File: src/rtl/xcvr_pkg.sv
`timescale 1ns/1ps
package xcvr_pkg;
  typedef enum logic {
    PICK_LIVE   = 1'b0,
    PICK_STORED = 1'b1
  } pick_e;
endpackage

File: src/rtl/xcvr_capture_reg.sv
`timescale 1ns/1ps
// Storage register that loads on a rising edge of its strobe as seen at clk.
module xcvr_capture_reg #(
  parameter int W = 8
) (
  input  logic         clk,
  input  logic         rst_n,
  input  logic         stb,
  input  logic [W-1:0] d,
  output logic [W-1:0] q
);
  logic stb_q;
  logic rise;

  assign rise = stb && !stb_q;

  always_ff @(posedge clk) begin
    if (!rst_n) begin
      stb_q <= 1'b0;
      q     <= '0;
    end else begin
      stb_q <= stb;
      if (rise) q <= d;
    end
  end
endmodule

File: src/rtl/xcvr_dir_lane.sv
`timescale 1ns/1ps
// One transfer direction: source pick and enable decode.
module xcvr_dir_lane
  import xcvr_pkg::*;
#(
  parameter int W          = 8,
  parameter bit EN_ACT_LOW = 1'b0
) (
  input  logic         pick,
  input  logic         en,
  input  logic [W-1:0] live_val,
  input  logic [W-1:0] stored_val,
  output logic [W-1:0] drv_val,
  output logic         drv_oe,
  output logic         stored_drv
);
  logic use_stored;

  assign use_stored = (pick == PICK_STORED);

  generate
    if (EN_ACT_LOW) begin : g_en_low
      assign drv_oe = !en;
    end else begin : g_en_high
      assign drv_oe = en;
    end
  endgenerate

  assign drv_val    = use_stored ? stored_val : live_val;
  assign stored_drv = drv_oe && use_stored;
endmodule

File: src/rtl/xcvr_port_node.sv
`timescale 1ns/1ps
// Port resolution plus bus keeper.
// src_val: value offered to the opposite lane's live path, formed without the
// block's live drive so that the two live paths never close a combinational loop.
// wire_val: full resolved value of the port, used for capture and keeper update.
module xcvr_port_node #(
  parameter int W = 8
) (
  input  logic         clk,
  input  logic         rst_n,
  input  logic         ext,
  input  logic [W-1:0] ext_val,
  input  logic         drv_oe,
  input  logic [W-1:0] drv_val,
  input  logic         stored_drv,
  input  logic [W-1:0] stored_val,
  input  logic         hold,
  output logic [W-1:0] src_val,
  output logic [W-1:0] wire_val,
  output logic [W-1:0] keep_val
);
  logic [W-1:0] keep_q;
  logic         upd;

  always_comb begin
    if (ext)             src_val = ext_val;
    else if (stored_drv) src_val = stored_val;
    else                 src_val = keep_q;
  end

  always_comb begin
    if (ext)         wire_val = ext_val;
    else if (drv_oe) wire_val = drv_val;
    else             wire_val = keep_q;
  end

  assign upd = !hold && (ext || drv_oe);

  always_ff @(posedge clk) begin
    if (!rst_n)   keep_q <= '0;
    else if (upd) keep_q <= wire_val;
  end

  assign keep_val = keep_q;
endmodule

File: src/rtl/dual_xcvr.sv
`timescale 1ns/1ps
module dual_xcvr #(
  parameter int W = 8
) (
  input  logic         clk,
  input  logic         rst_n,
  input  logic         stb_a2b,
  input  logic         stb_b2a,
  input  logic         pick_a2b,
  input  logic         pick_b2a,
  input  logic         en_a2b,
  input  logic         en_b2a_n,
  input  logic [W-1:0] pa_i,
  input  logic         pa_ext,
  output logic [W-1:0] pa_o,
  output logic         pa_oe,
  input  logic [W-1:0] pb_i,
  input  logic         pb_ext,
  output logic [W-1:0] pb_o,
  output logic         pb_oe
);
  logic [W-1:0] reg_a_q, reg_b_q;
  logic [W-1:0] a_src, b_src, a_wire, b_wire, keep_a, keep_b;
  logic         a_stored_drv, b_stored_drv;
  logic         loop_hold;

  // Both lanes live, both driving, nothing external: the loop holds itself.
  assign loop_hold = pa_oe && pb_oe && !pick_a2b && !pick_b2a && !pa_ext && !pb_ext;

  xcvr_capture_reg #(.W(W)) u_reg_a (
    .clk(clk), .rst_n(rst_n), .stb(stb_a2b), .d(a_wire), .q(reg_a_q)
  );

  xcvr_capture_reg #(.W(W)) u_reg_b (
    .clk(clk), .rst_n(rst_n), .stb(stb_b2a), .d(b_wire), .q(reg_b_q)
  );

  xcvr_dir_lane #(.W(W), .EN_ACT_LOW(1'b0)) u_lane_a2b (
    .pick(pick_a2b), .en(en_a2b), .live_val(a_src), .stored_val(reg_a_q),
    .drv_val(pb_o), .drv_oe(pb_oe), .stored_drv(b_stored_drv)
  );

  xcvr_dir_lane #(.W(W), .EN_ACT_LOW(1'b1)) u_lane_b2a (
    .pick(pick_b2a), .en(en_b2a_n), .live_val(b_src), .stored_val(reg_b_q),
    .drv_val(pa_o), .drv_oe(pa_oe), .stored_drv(a_stored_drv)
  );

  xcvr_port_node #(.W(W)) u_node_a (
    .clk(clk), .rst_n(rst_n), .ext(pa_ext), .ext_val(pa_i),
    .drv_oe(pa_oe), .drv_val(pa_o), .stored_drv(a_stored_drv),
    .stored_val(reg_b_q), .hold(loop_hold),
    .src_val(a_src), .wire_val(a_wire), .keep_val(keep_a)
  );

  xcvr_port_node #(.W(W)) u_node_b (
    .clk(clk), .rst_n(rst_n), .ext(pb_ext), .ext_val(pb_i),
    .drv_oe(pb_oe), .drv_val(pb_o), .stored_drv(b_stored_drv),
    .stored_val(reg_a_q), .hold(loop_hold),
    .src_val(b_src), .wire_val(b_wire), .keep_val(keep_b)
  );
endmodule

File: config.mk
export PLATFORM = sky130hd
export DESIGN_NAME = dual_xcvr
export DESIGN_NICKNAME = d
export VERILOG_FILES = /design/src/rtl/xcvr_pkg.sv /design/src/rtl/xcvr_capture_reg.sv /design/src/rtl/xcvr_dir_lane.sv /design/src/rtl/xcvr_port_node.sv /design/src/rtl/dual_xcvr.sv
export SDC_FILE = /design/constraint.sdc
export NUM_CORES = 1
export LEC_CHECK = 0
export CAP_MARGIN = 20
export CORE_MARGIN = 2
export CORE_UTILIZATION = 55
export CTS_BUF_LIST = sky130_fd_sc_hd__clkbuf_2
export CTS_CLUSTER_DIAMETER = 150
export DETAILED_ROUTE_END_ITERATION = 10
export PLACE_DENSITY = 0.93
export SLEW_MARGIN = 20
export SYNTH_ARGS = -nofsm -noshare
export SYNTH_HDL_FRONTEND = slang
export SYNTH_HIERARCHICAL = 1
export SYNTH_SLANG_ARGS = --single-unit
File: constraint.sdc
create_clock -name clk -period 3.63 [get_ports clk]
set_clock_uncertainty 0.1 [all_clocks]
set_input_delay 0.363 -clock clk [delete_from_list [all_inputs] [get_ports clk]]
set_output_delay 0.363 -clock clk [all_outputs]
set_load 0.03 [all_outputs]
Word-level counts from Yosys, hierarchy flattened
Index checks and enable logic that the tools add are counted.
W data, S select, Z words.
Word-level totals
  bits in registers: 34
  input port bits: 26
  output and inout bits: 18
Operators by class
  mux-type cells: 10
  reduce and logical (&&, ||, !) cells: 21
Operators by type and width (number)
  $mux W8: 10
  $logic_and A1 B1 Y1: 11
  $logic_not A1 Y1: 8
  $logic_or A1 B1 Y1: 2

Longest topological paths before layout
Gate-level depths: netlist of the first run.
  depth after elaboration: 8
  gate-level depth with buffers: 10
  depth with buffers taken out: 8

Modules after synthesis
The synthesis of the first run kept the hierarchy.
By module, submodules not included
  xcvr_port_node: area each 815.8 um^2, cells each 73, times used 2
  xcvr_capture_reg: area each 377.9 um^2, cells each 38, times used 2
  xcvr_dir_lane (u_lane_a2b): area each 146.4 um^2, cells each 11, times used 1
  xcvr_dir_lane (u_lane_b2a): area each 141.4 um^2, cells each 11, times used 1
  dual_xcvr: area each 12.5 um^2, cells each 2, times used 1

Least setup slack after synthesis of the first run
No wires, ideal clock.
  path type: input to register
  start point: in pick_a2b
  end point: reg u_node_a.keep_q[5] (netlist: u_node_a/keep_val[5])
  required time: 3412 ps
  buffers on the path: 2
  arrival time: 2367 ps
  path slack: 1046 ps
  cell stages on the path: 8
  path through: buf_6 -> and2_2 -> buf_2 -> mux2_2 -> mux2_2 -> mux2_4 -> or4b_1 -> o2111a_1
RTL lines
  start: declaration: line dual_xcvr.sv:9  | input logic pick_a2b,
  $logic_and A1 B1 Y1: line xcvr_dir_lane.sv:30  | assign stored_drv = drv_oe && use_stored;
  via b_stored_drv: line dual_xcvr.sv:24  | logic a_stored_drv, b_stored_drv;
  $mux W8: line xcvr_port_node.sv:27  | else if (stored_drv) src_val = stored_val;
  $mux W8: line xcvr_port_node.sv:26  | if (ext) src_val = ext_val;
  via b_src[5]: line dual_xcvr.sv:23  | logic [W-1:0] a_src, b_src, a_wire, b_wire, keep_a, keep_b;
  $mux W8: line xcvr_dir_lane.sv:29  | assign drv_val = use_stored ? stored_val : live_val;
  via pa_o[5]: line dual_xcvr.sv:15  | output logic [W-1:0] pa_o,
  $mux W8: line xcvr_port_node.sv:33  | else if (drv_oe) wire_val = drv_val;
  $mux W8: line xcvr_port_node.sv:32  | if (ext) wire_val = ext_val;
  end signal: assignment: line xcvr_port_node.sv:41  | else if (upd) keep_q <= wire_val;
  end: declaration: line xcvr_port_node.sv:22  | logic [W-1:0] keep_q;
The timed path passes the listed nets, and every way through them passes these cells.
A chain may end at the register's enable or synchronous reset.

Worst setup path in the final report of the first run
  start point: in pick_b2a
  end point: out pb_o[2]
On the way
  word-level cells in the longest chain between the ends: 4
Ends and longest elaborated chain
  start: declaration: line dual_xcvr.sv:10  | input logic pick_b2a,
  $logic_and A1 B1 Y1: line xcvr_dir_lane.sv:30
  via a_stored_drv: line dual_xcvr.sv:24
  $mux W8: line xcvr_port_node.sv:27
  $mux W8: line xcvr_port_node.sv:26
  via a_src[2]: line dual_xcvr.sv:23
  $mux W8: line xcvr_dir_lane.sv:29
  end: declaration: line dual_xcvr.sv:19  | output logic [W-1:0] pb_o,
The timed path passes the listed nets, and every way through them passes these cells.

==> qor.txt, run 1 <==
Status: completed
Port-buffer cells: 43
Slew @ Worst Pin: 0.740 ns
Mean Syn Cell Area: 10.9 um^2
Final Cycle Share: 0.863
Clock sinks: 34
Cells after Synth: 246
Synthesized area: 2690 um^2
Switching power: 316 uW
GR Util met2: 0.462
I/O pins: 44
CP cell instances: clkdlybuf4s50_1 -> nor2b_1 -> buf_4 -> mux2_2 -> mux2_2 -> mux2_4 -> clkdlybuf4s50_1
Switching part of the total: 0.309
Post-Route WL: 6200 um
Placeable Area: 4720 um^2
Met3 global-route usage: 0.0480
Synth cell types: 23
Post-Syn Nets: 272
FP Rows: 25
Share of cells above drive strength 1: 0.413
Peak Freq: 319 MHz
Chip width: 73.9 um
Post-route ant nets: 0
Clk root buf: clkbuf_2
CP peak stage delay: 0.59 ns
Reg power frac: 0.415
CP required: 3.17 ns
Overall Global Routing Usage: 0.245
Internal power: 707 uW
Setup Fix Bufs, Post-CTS: 0
Leakage: 0.00127 uW
Register bit total from synthesis: 34
GR Overflow Total: 0
PD cells: 325 nW/um^2
WP buf/inv: 3
Slowest CP cell: clkdlybuf4s50_1
Wire per inst: 17.8 um
Skew-Pair Late Insertion Delay: 0.40 ns
Synth Warn #: 6
Vias: 2,062
Tmin final: 3.13 ns
Gate power share: 0.336
RSZ-0062 raised after global routing: false
Initial Util: 0.569
Post-detail-place hpwl: 4400 um
Top delay family on crit path: buffers and inverters
Max-cap viol count: 0
Crit path max fanout: 8
Final setup viols: 0
Seq/Total Area, Yosys: 0.253
Die H: 73.9 um
Final RePlAce weighted congestion: 0.796
Largest net degree at the start of global routing: 51
Clk pin slew, worst setup/hold paths: 0.18 ns
# hold bufs at CTS: 0
Vias in the first global route: 2,146
Final Non-Filler Cells: 348
Area Overhead vs Synth: 17.1%
Tot Pwr: 1020 uW
Met1 global-route usage: 0.275
CTS Buf Count: 5
Initial antenna violation count: 0
Critical Path AT: 2.67 ns
Placed cells: 340
1st-pass router iterations: 4
CTS H-tree lvls: 2
Power share of the clock group: 0.249
TNS Setup: 0 ns
GR peak layer: met2
Max Slew Vio Count: 0
1st-iter DRT viols: 93
Die Area: 5460 um^2
Hold crit path type: flop to flop
Max clock buf depth: 2
Most frequent cells in the layout: mux2_2 (64), clkdlybuf4s50_1 (43), dfxtp_1 (34), nand2_1 (30)
Crit path launch type: input pin
Maximum vdd drop: 0.201 mV
Setup crit end kind: primary output
First-pass GRT wire length: 10,300 um
Vias per inst: 5.93
Critical path type: input pin to primary output
Most common cell after layout, fill and taps aside: mux2_2
Relative slew slack: 0.507
# resized after CTS: 0
TritonCTS clock tree: yes
Final hold violations: 0
Drt drc: 0
Ant diodes: 0
Nets@finish: 306
## cells in the mapped netlist
master	number	area [um^2]
buf_4	3	22.5
mux2_4	16	240
nand2_2	2	12.5
buf_2	4	20.0
inv_1	1	3.75
o21ba_2	2	20.0
clkbuf_2	2	10.0
nor2b_1	1	6.26
o2111a_1	16	180
nor2b_4	2	27.5
mux2i_1	16	160
nand2_1	30	113
buf_6	10	113
and2_2	3	22.5
buf_1	2	7.51
clkbuf_1	4	15.0
or3b_1	6	52.6
or3b_2	10	87.6
and3_1	1	6.26
or4b_1	16	160
nor4_1	1	6.26
mux2_2	64	721
dfxtp_1	34	681
## state kept, by name (all words and copies together), names as in the netlist
register and count:
u_node_a/keep_val 8, u_reg_b/stb_q 1, u_reg_a/stb_q 1, u_node_b/keep_val 8
u_reg_a/q 8, u_reg_b/q 8
## final timing paths
| check | startpoint | to | slack (ns) | cells after the start |
|---|---|---|---|---|
| setup / recovery | pick_b2a | pb_o[2] | 0.50 | 7 |
| hold / removal | u_reg_b/q[6]$_SDFFE_PN0P_ | u_reg_b/q[6]$_SDFFE_PN0P_ | 0.40 | 2 |
| setup reg to reg | u_node_a/keep_val[7]$_SDFFE_PN0P_ | u_reg_b/q[7]$_SDFFE_PN0P_ | 1.55 | 7 |
| hold reg to reg | u_reg_b/q[6]$_SDFFE_PN0P_ | u_reg_b/q[6]$_SDFFE_PN0P_ | 0.40 | 2 |
## cell type report
class | instances | area (um^2)
Multi-Input combinational cell | 186 | 1820
Fill cell | 383 | 1580
Sequential cell | 34 | 681
Timing Repair Buffer | 52 | 498
Tap cell | 67 | 83.8
Clock inverter | 3 | 40.0
Clock buffer | 5 | 25.0
Inverter | 1 | 3.75
## worst register-to-register path, delay by kind of cell (launching register included)
kind	cells	cell delay, ns
AND/OR/NAND/NOR	1	0.07
multiplexers	6	1.43
flip-flops	1	0.38
## power groups by stage
| stage | clock (uW) | combinational (uW) | sequential (uW) |
|---|---|---|---|
| 4_1_cts | 262 | 343 | 424 |
| 2_1_floorplan | 0 | 252 | 424 |
| 6_report | 255 | 344 | 424 |
| 3_5_place_dp | 0 | 342 | 432 |
| 3_3_place_gp | 0 | 331 | 430 |
| 5_1_grt | 278 | 366 | 430 |
## cells by family after synthesis
family / after synthesis / synth area share
multiplexers: 96 / 0.417
AND/OR/NAND/NOR: 72 / 0.184
flip-flops: 34 / 0.253
buffers and inverters: 26 / 0.0712
AO/OA/AOI/OAI: 18 / 0.0745
## layer usage
layer	part of all wire	wire (um)
met3	0.032	199
met1	0.42	2600
met2	0.54	3330
met5	0	0
met4	0.011	70
## through the flow
| step | util | hold WS (ns) | setup slack (ns) | instance area (um^2) |
|---|---|---|---|---|
| 5_1_grt | 0.666 | 0.427 | 0.460 | 3150 |
| 3_3_place_gp | 0.652 | 0.361 | 0.551 | 3080 |
| 4_1_cts | 0.666 | 0.397 | 0.489 | 3150 |
| 3_5_place_dp | 0.652 | 0.375 | 0.489 | 3080 |
| 6_report | 0.666 | 0.396 | 0.496 | 3150 |
| 2_1_floorplan | - | 0.344 | 1.05 | 2690 |
Note: power is estimated with default switching activity, not from simulation.
==> run 2, diff against run 1 <==
Settings changed: CORE_ASPECT_RATIO set to 1.1.
==> run 2 against run 1 <==
Effect of this change:
- cell count down 3.4%
- global-route usage shrank 0.56 points
- count of clock-buffer cells in the layout grew 1
- routed wire length fell by 2.2%
- worst hold slack got worse by 0.0064 ns
- final area shrank 1.5%
- clock power fell by 28%
- critical path depth stayed put
- utilization shrank 0.46 points
- fmax fell by 0.50%
- critical endpoint unchanged
==> qor.txt, run 2 (same netlist as run 1, synthesis figures left out) <==
Reg2reg start: u_reg_b/q[0]$_SDFFE_PN0P_ (was u_node_a/keep_val[7]$_SDFFE_PN0P_)
Placeable Area: 4680 um^2 (was 4720 um^2)
Drt drc: 0 (unchanged)
GR peak layer: met2 (unchanged)
CP peak stage delay: 0.59 ns (about the same)
Leakage: 0.00125 uW (was 0.00127 uW)
Maximum vdd drop: 0.236 mV (was 0.201 mV)
Post-route ant nets: 0 (unchanged)
R2R cell count: 7 (unchanged)
Tot Pwr: 949 uW (was 1020 uW)
Switching part of the total: 0.327 (was 0.309)
Max Slew Vio Count: 0 (unchanged)
Final hold violations: 0 (unchanged)
Vias in the first global route: 2,186 (was 2,146)
Initial Util: 0.574 (was 0.569)
Area Overhead vs Synth: 15.3% (was 17.1%)
RSZ-0062 raised after global routing: false (unchanged)
Overall Global Routing Usage: 0.239 (was 0.245)
CP required: 3.17 ns (about the same)
Nets@finish: 305 (was 306)
Ant diodes: 0 (unchanged)
Share of cells above drive strength 1: 0.407 (was 0.413)
TNS Setup: 0 ns (unchanged)
WP buf/inv: 3 (unchanged)
Largest net degree at the start of global routing: 51 (unchanged)
Chip width: 70.7 um (was 73.9 um)
Crit path max fanout: 8 (unchanged)
Met1 global-route usage: 0.276 (was 0.275)
TritonCTS clock tree: yes (unchanged)
Hold path endpoint: u_reg_b/q[6]$_SDFFE_PN0P_ (unchanged)
Final Cycle Share: 0.868 (was 0.863)
Hold Path Origin: u_reg_b/q[6]$_SDFFE_PN0P_ (unchanged)
Clk pin slew, worst setup/hold paths: 0.16 ns (was 0.18 ns)
Switching power: 310 uW (was 316 uW)
Post-detail-place hpwl: 4420 um (was 4400 um)
Gate power share: 0.360 (was 0.336)
CP cell instances: clkdlybuf4s50_1 -> nor2b_1 -> buf_4 -> mux2_2 -> mux2_2 -> mux2_4 -> clkdlybuf4s50_1 (unchanged)
Final setup viols: 0 (unchanged)
R2R setup slack: 1.58 ns (was 1.55 ns)
GR Util met2: 0.431 (was 0.462)
Most common cell after layout, fill and taps aside: mux2_2 (unchanged)
Status: completed (unchanged)
GR Overflow Total: 0 (unchanged)
Reg power frac: 0.447 (was 0.415)
Initial antenna violation count: 0 (unchanged)
Internal power: 639 uW (was 707 uW)
Tmin final: 3.15 ns (was 3.13 ns)
CTS H-tree lvls: 2 (unchanged)
Skew-Pair Late Insertion Delay: 0.41 ns (was 0.40 ns)
PD cells: 306 nW/um^2 (was 325 nW/um^2)
Vias per inst: 6.09 (was 5.93)
Met3 global-route usage: 0.0512 (was 0.0480)
Peak Freq: 317 MHz (was 319 MHz)
Clock sinks: 34 (unchanged)
Power share of the clock group: 0.193 (was 0.249)
Die Area: 5460 um^2 (about the same)
Critical R2R Capture: u_reg_b/q[0]$_SDFFE_PN0P_ (was u_reg_b/q[7]$_SDFFE_PN0P_)
Wire per inst: 18.1 um (was 17.8 um)
Max-cap viol count: 0 (unchanged)
Die H: 77.3 um (was 73.9 um)
Vias: 2,046 (was 2,062)
Final RePlAce weighted congestion: 0.775 (was 0.796)
Max clock buf depth: 2 (unchanged)
First-pass GRT wire length: 10,500 um (was 10,300 um)
Most frequent cells in the layout: mux2_2 (64), clkdlybuf4s50_1 (43), dfxtp_1 (34), nand2_1 (30) (unchanged)
Port-buffer cells: 43 (unchanged)
Setup crit end kind: primary output (unchanged)
# resized after CTS: 0 (unchanged)
Crit path launch type: input pin (unchanged)
Critical Path AT: 2.69 ns (was 2.67 ns)
Clk root buf: clkbuf_2 (unchanged)
Slowest CP cell: clkdlybuf4s50_1 (unchanged)
Post-Route WL: 6070 um (was 6200 um)
FP Rows: 26 (was 25)
CTS Buf Count: 5 (unchanged)
Setup Fix Bufs, Post-CTS: 0 (unchanged)
Critical path type: input pin to primary output (unchanged)
# hold bufs at CTS: 0 (unchanged)
Hold crit path type: flop to flop (unchanged)
1st-iter DRT viols: 79 (was 93)
Top delay family on crit path: buffers and inverters (unchanged)
Slew @ Worst Pin: 0.815 ns (was 0.740 ns)
Hold depth: 2 (unchanged)
I/O pins: 44 (unchanged)
1st-pass router iterations: 4 (unchanged)
Relative slew slack: 0.457 (was 0.507)
run 2: cell count changes in the layout (fill, tap and decap cells not counted):
cell / previous run / this run
buf_4: 9 / 8
bufinv_16: 1 / 0
clkbuf_2: 5 / 6
clkinv_1: 0 / 1
clkinv_2: 2 / 1
run 2: how the worst max path moves through the flow:
stage / from / to / slack [ns] / depth (start not counted)
finish: pick_b2a / pb_o[2] / 0.48 / 7
global route: pick_b2a / pb_o[2] / 0.40 / 7
CTS: pick_b2a / pb_o[2] / 0.47 / 7
detailed placement: pick_b2a / pb_o[2] / 0.49 / 7
global placement: pick_b2a / pb_o[2] / 0.56 / 7
floorplan: pick_a2b / u_node_a/keep_val[5]$_SDFFE_PN0P_ / 1.05 / 8
run 2: power groups by stage:
stage	clock network (uW)	registers [uW]	logic (uW)
2_1_floorplan	0	424	252
3_3_place_gp	0	431	331
3_5_place_dp	0	432	341
4_1_cts	188	424	343
5_1_grt	205	429	365
6_report	183	424	342
run 2: stage by stage:
stage / utilization / cells / worst slack (ns) / hold slack, ns / cell area (um^2)
after floorplan: - / 246 / 1.05 / 0.344 / 2690
after global placement: 0.653 / 328 / 0.558 / 0.362 / 3060
after detailed placement: 0.653 / 328 / 0.488 / 0.368 / 3060
after CTS: 0.662 / 336 / 0.474 / 0.388 / 3100
after global routing: 0.662 / 336 / 0.398 / 0.414 / 3100
final: 0.662 / 336 / 0.480 / 0.389 / 3100
run 2: metal layers:
| layer | up-vias | share of wire |
|---|---|---|
| li1 | 982 | - |
| met1 | 1008 | 0.41 |
| met2 | 45 | 0.54 |
| met3 | 11 | 0.040 |
| met4 | 0 | 0.013 |
| met5 | - | 0 |
run 2: worst min-delay path, delay by kind of cell, from the launching register on:
kind / cells / cell delay, ns
DFF: 1 / 0.35
and+or+nand+nor: 1 / 0.06
muxes: 1 / 0.05
run 2: area by class of cell:
type	count	area (um^2)
Inverter	1	3.75
Fill cell	401	1590
Sequential cell	34	681
Multi-Input combinational cell	186	1820
Tap cell	56	70.1
Clock inverter	2	8.76
Clock buffer	6	30.0
Timing Repair Buffer	51	490
==> run 3, diff against run 2 <==
Settings changed: CORE_MARGIN 2 to 4.
==> run 3 against run 2 <==
Effect of this change:
- cell count increased by 0.60%
- via count increased by 0.29%
- register-to-register slack about the same
- critical path type unchanged
- largest cell class unchanged
- largest power group unchanged
==> qor.txt, run 3 (same netlist as run 1, synthesis figures left out) <==
Maximum vdd drop: 0.246 mV (was 0.236 mV)
Leakage: 0.00126 uW (was 0.00125 uW)
Max clock buf depth: 2 (unchanged)
Drt drc: 0 (unchanged)
Most frequent cells in the layout: mux2_2 (64), clkdlybuf4s50_1 (43), dfxtp_1 (34), nand2_1 (30) (unchanged)
Initial Util: 0.574 (unchanged)
Port-buffer cells: 43 (unchanged)
Slew @ Worst Pin: 0.740 ns (was 0.815 ns)
Max Slew Vio Count: 0 (unchanged)
Setup Fix Bufs, Post-CTS: 0 (unchanged)
Post-detail-place hpwl: 4510 um (was 4420 um)
Final hold violations: 0 (unchanged)
# hold bufs at CTS: 0 (unchanged)
Post-route ant nets: 0 (unchanged)
Clk pin slew, worst setup/hold paths: 0.18 ns (was 0.16 ns)
# resized after CTS: 0 (unchanged)
Skew-Pair Late Insertion Delay: 0.40 ns (was 0.41 ns)
Power share of the clock group: 0.191 (was 0.193)
TNS Setup: 0 ns (unchanged)
1st-iter DRT viols: 127 (was 79)
Overall Global Routing Usage: 0.215 (was 0.239)
Max-cap viol count: 0 (unchanged)
Pre-CTS WS: 0.507 ns (was 0.488 ns)
1st-pass router iterations: 4 (unchanged)
GR Overflow Total: 0 (unchanged)
Fill count: 376 (was 401)
Tot Pwr: 948 uW (was 949 uW)
Final Cycle Share: 0.860 (was 0.868)
RSZ-0062 raised after global routing: false (unchanged)
Gate power share: 0.361 (was 0.360)
First-pass GRT wire length: 10,100 um (was 10,500 um)
Vias in the first global route: 2,155 (was 2,186)
PD cells: 304 nW/um^2 (was 306 nW/um^2)
Placeable Area: 4680 um^2 (unchanged)
CP required: 3.17 ns (about the same)
Internal power: 637 uW (was 639 uW)
Critical path type: input pin to primary output (unchanged)
Hold Path Origin: u_reg_b/q[6]$_SDFFE_PN0P_ (unchanged)
Die H: 81.3 um (was 77.3 um)
Critical Path AT: 2.66 ns (was 2.69 ns)
Vias: 2,052 (was 2,046)
Area Overhead vs Synth: 16.0% (was 15.3%)
Switching part of the total: 0.328 (was 0.327)
I/O pins: 44 (unchanged)
Chip width: 74.7 um (was 70.7 um)
TritonCTS clock tree: yes (unchanged)
CP startpoint: en_a2b (was pick_b2a)
Area of the multi-input gates: 1820 um^2 (unchanged)
Peak Freq: 320 MHz (was 317 MHz)
Fin worst setup slack: 0.508 ns (was 0.480 ns)
Most common cell after layout, fill and taps aside: mux2_2 (unchanged)
Reg power frac: 0.447 (about the same)
Reg2reg start: u_reg_a/q[0]$_SDFFE_PN0P_ (was u_reg_b/q[0]$_SDFFE_PN0P_)
FF/Latch Area: 681 um^2 (unchanged)
Clk root buf: clkbuf_2 (unchanged)
Hold crit path type: flop to flop (unchanged)
Final setup viols: 0 (unchanged)
Tmin final: 3.12 ns (was 3.15 ns)
Share of cells above drive strength 1: 0.411 (was 0.407)
Switching power: 311 uW (was 310 uW)
CTS H-tree lvls: 2 (unchanged)
Nets@finish: 307 (was 305)
Die Area: 6070 um^2 (was 5460 um^2)
Post-Route WL: 6080 um (was 6070 um)
Ant diodes: 0 (unchanged)
Vias per inst: 6.07 (was 6.09)
Status: completed (unchanged)
Largest net degree at the start of global routing: 37 (was 51)
Relative slew slack: 0.505 (was 0.457)
Clock sinks: 34 (unchanged)
Setup crit end kind: primary output (unchanged)
Crit path launch type: input pin (unchanged)
Final core occ: 0.665 (was 0.662)
Initial antenna violation count: 0 (unchanged)
FP Rows: 26 (unchanged)
Wire per inst: 18.0 um (was 18.1 um)
Crit path max fanout: 8 (unchanged)
Final RePlAce weighted congestion: 0.823 (was 0.775)
CTS Buf Count: 5 (unchanged)
[run 3: final timing paths]
path / endpoint / slack (ns) / cells after the start
setup / recovery: pa_o[0] / 0.51 / 6
setup reg to reg: u_reg_a/q[0]$_SDFFE_PN0P_ / 1.59 / 7
hold reg to reg: u_reg_b/q[6]$_SDFFE_PN0P_ / 0.40 / 2
hold / removal: u_reg_b/q[6]$_SDFFE_PN0P_ / 0.40 / 2
[run 3: final cells by class]
type	instances	share of cell area
clock buffer	5	0.00803
clock inverter	3	0.00522
inverter	1	0.00120
multi-input combinational	186	0.582
sequential	34	0.218
tap	56	0.0225
timing repair buffer	53	0.162
[run 3: worst max-delay path, stage by stage]
cell             delay [ns]
clkdlybuf4s50_1        0.48
and2_2                 0.27
mux2_2                 0.37
mux2_2                 0.27
mux2_4                 0.29
clkdlybuf4s50_1        0.61
[run 3: power by group through the flow]
stage	Combinational, uW	Clock [uW]	Sequential [uW]
4_1_cts	343	189	424
6_report	343	181	424
3_3_place_gp	334	0	431
2_1_floorplan	252	0	424
3_5_place_dp	342	0	432
5_1_grt	368	209	428
[run 3: stage by stage]
| stage | hold slack [ns] | area (um^2) | std cells |
|---|---|---|---|
| 3_5_place_dp | 0.369 | 3080 | 330 |
| 6_report | 0.396 | 3120 | 338 |
| 2_1_floorplan | 0.344 | 2690 | 246 |
| 3_3_place_gp | 0.359 | 3080 | 330 |
| 5_1_grt | 0.410 | 3120 | 338 |
| 4_1_cts | 0.392 | 3120 | 338 |
[run 3: routing by layer]
layer	up-vias	part of all wire	wire length, um	GRT usage
li1	989	-	-	-
met1	1004	0.42	2540	0.243
met2	49	0.53	3200	0.387
met3	10	0.040	245	0.0507
met4	0	0.016	95	0.0801
met5	-	0	0	0
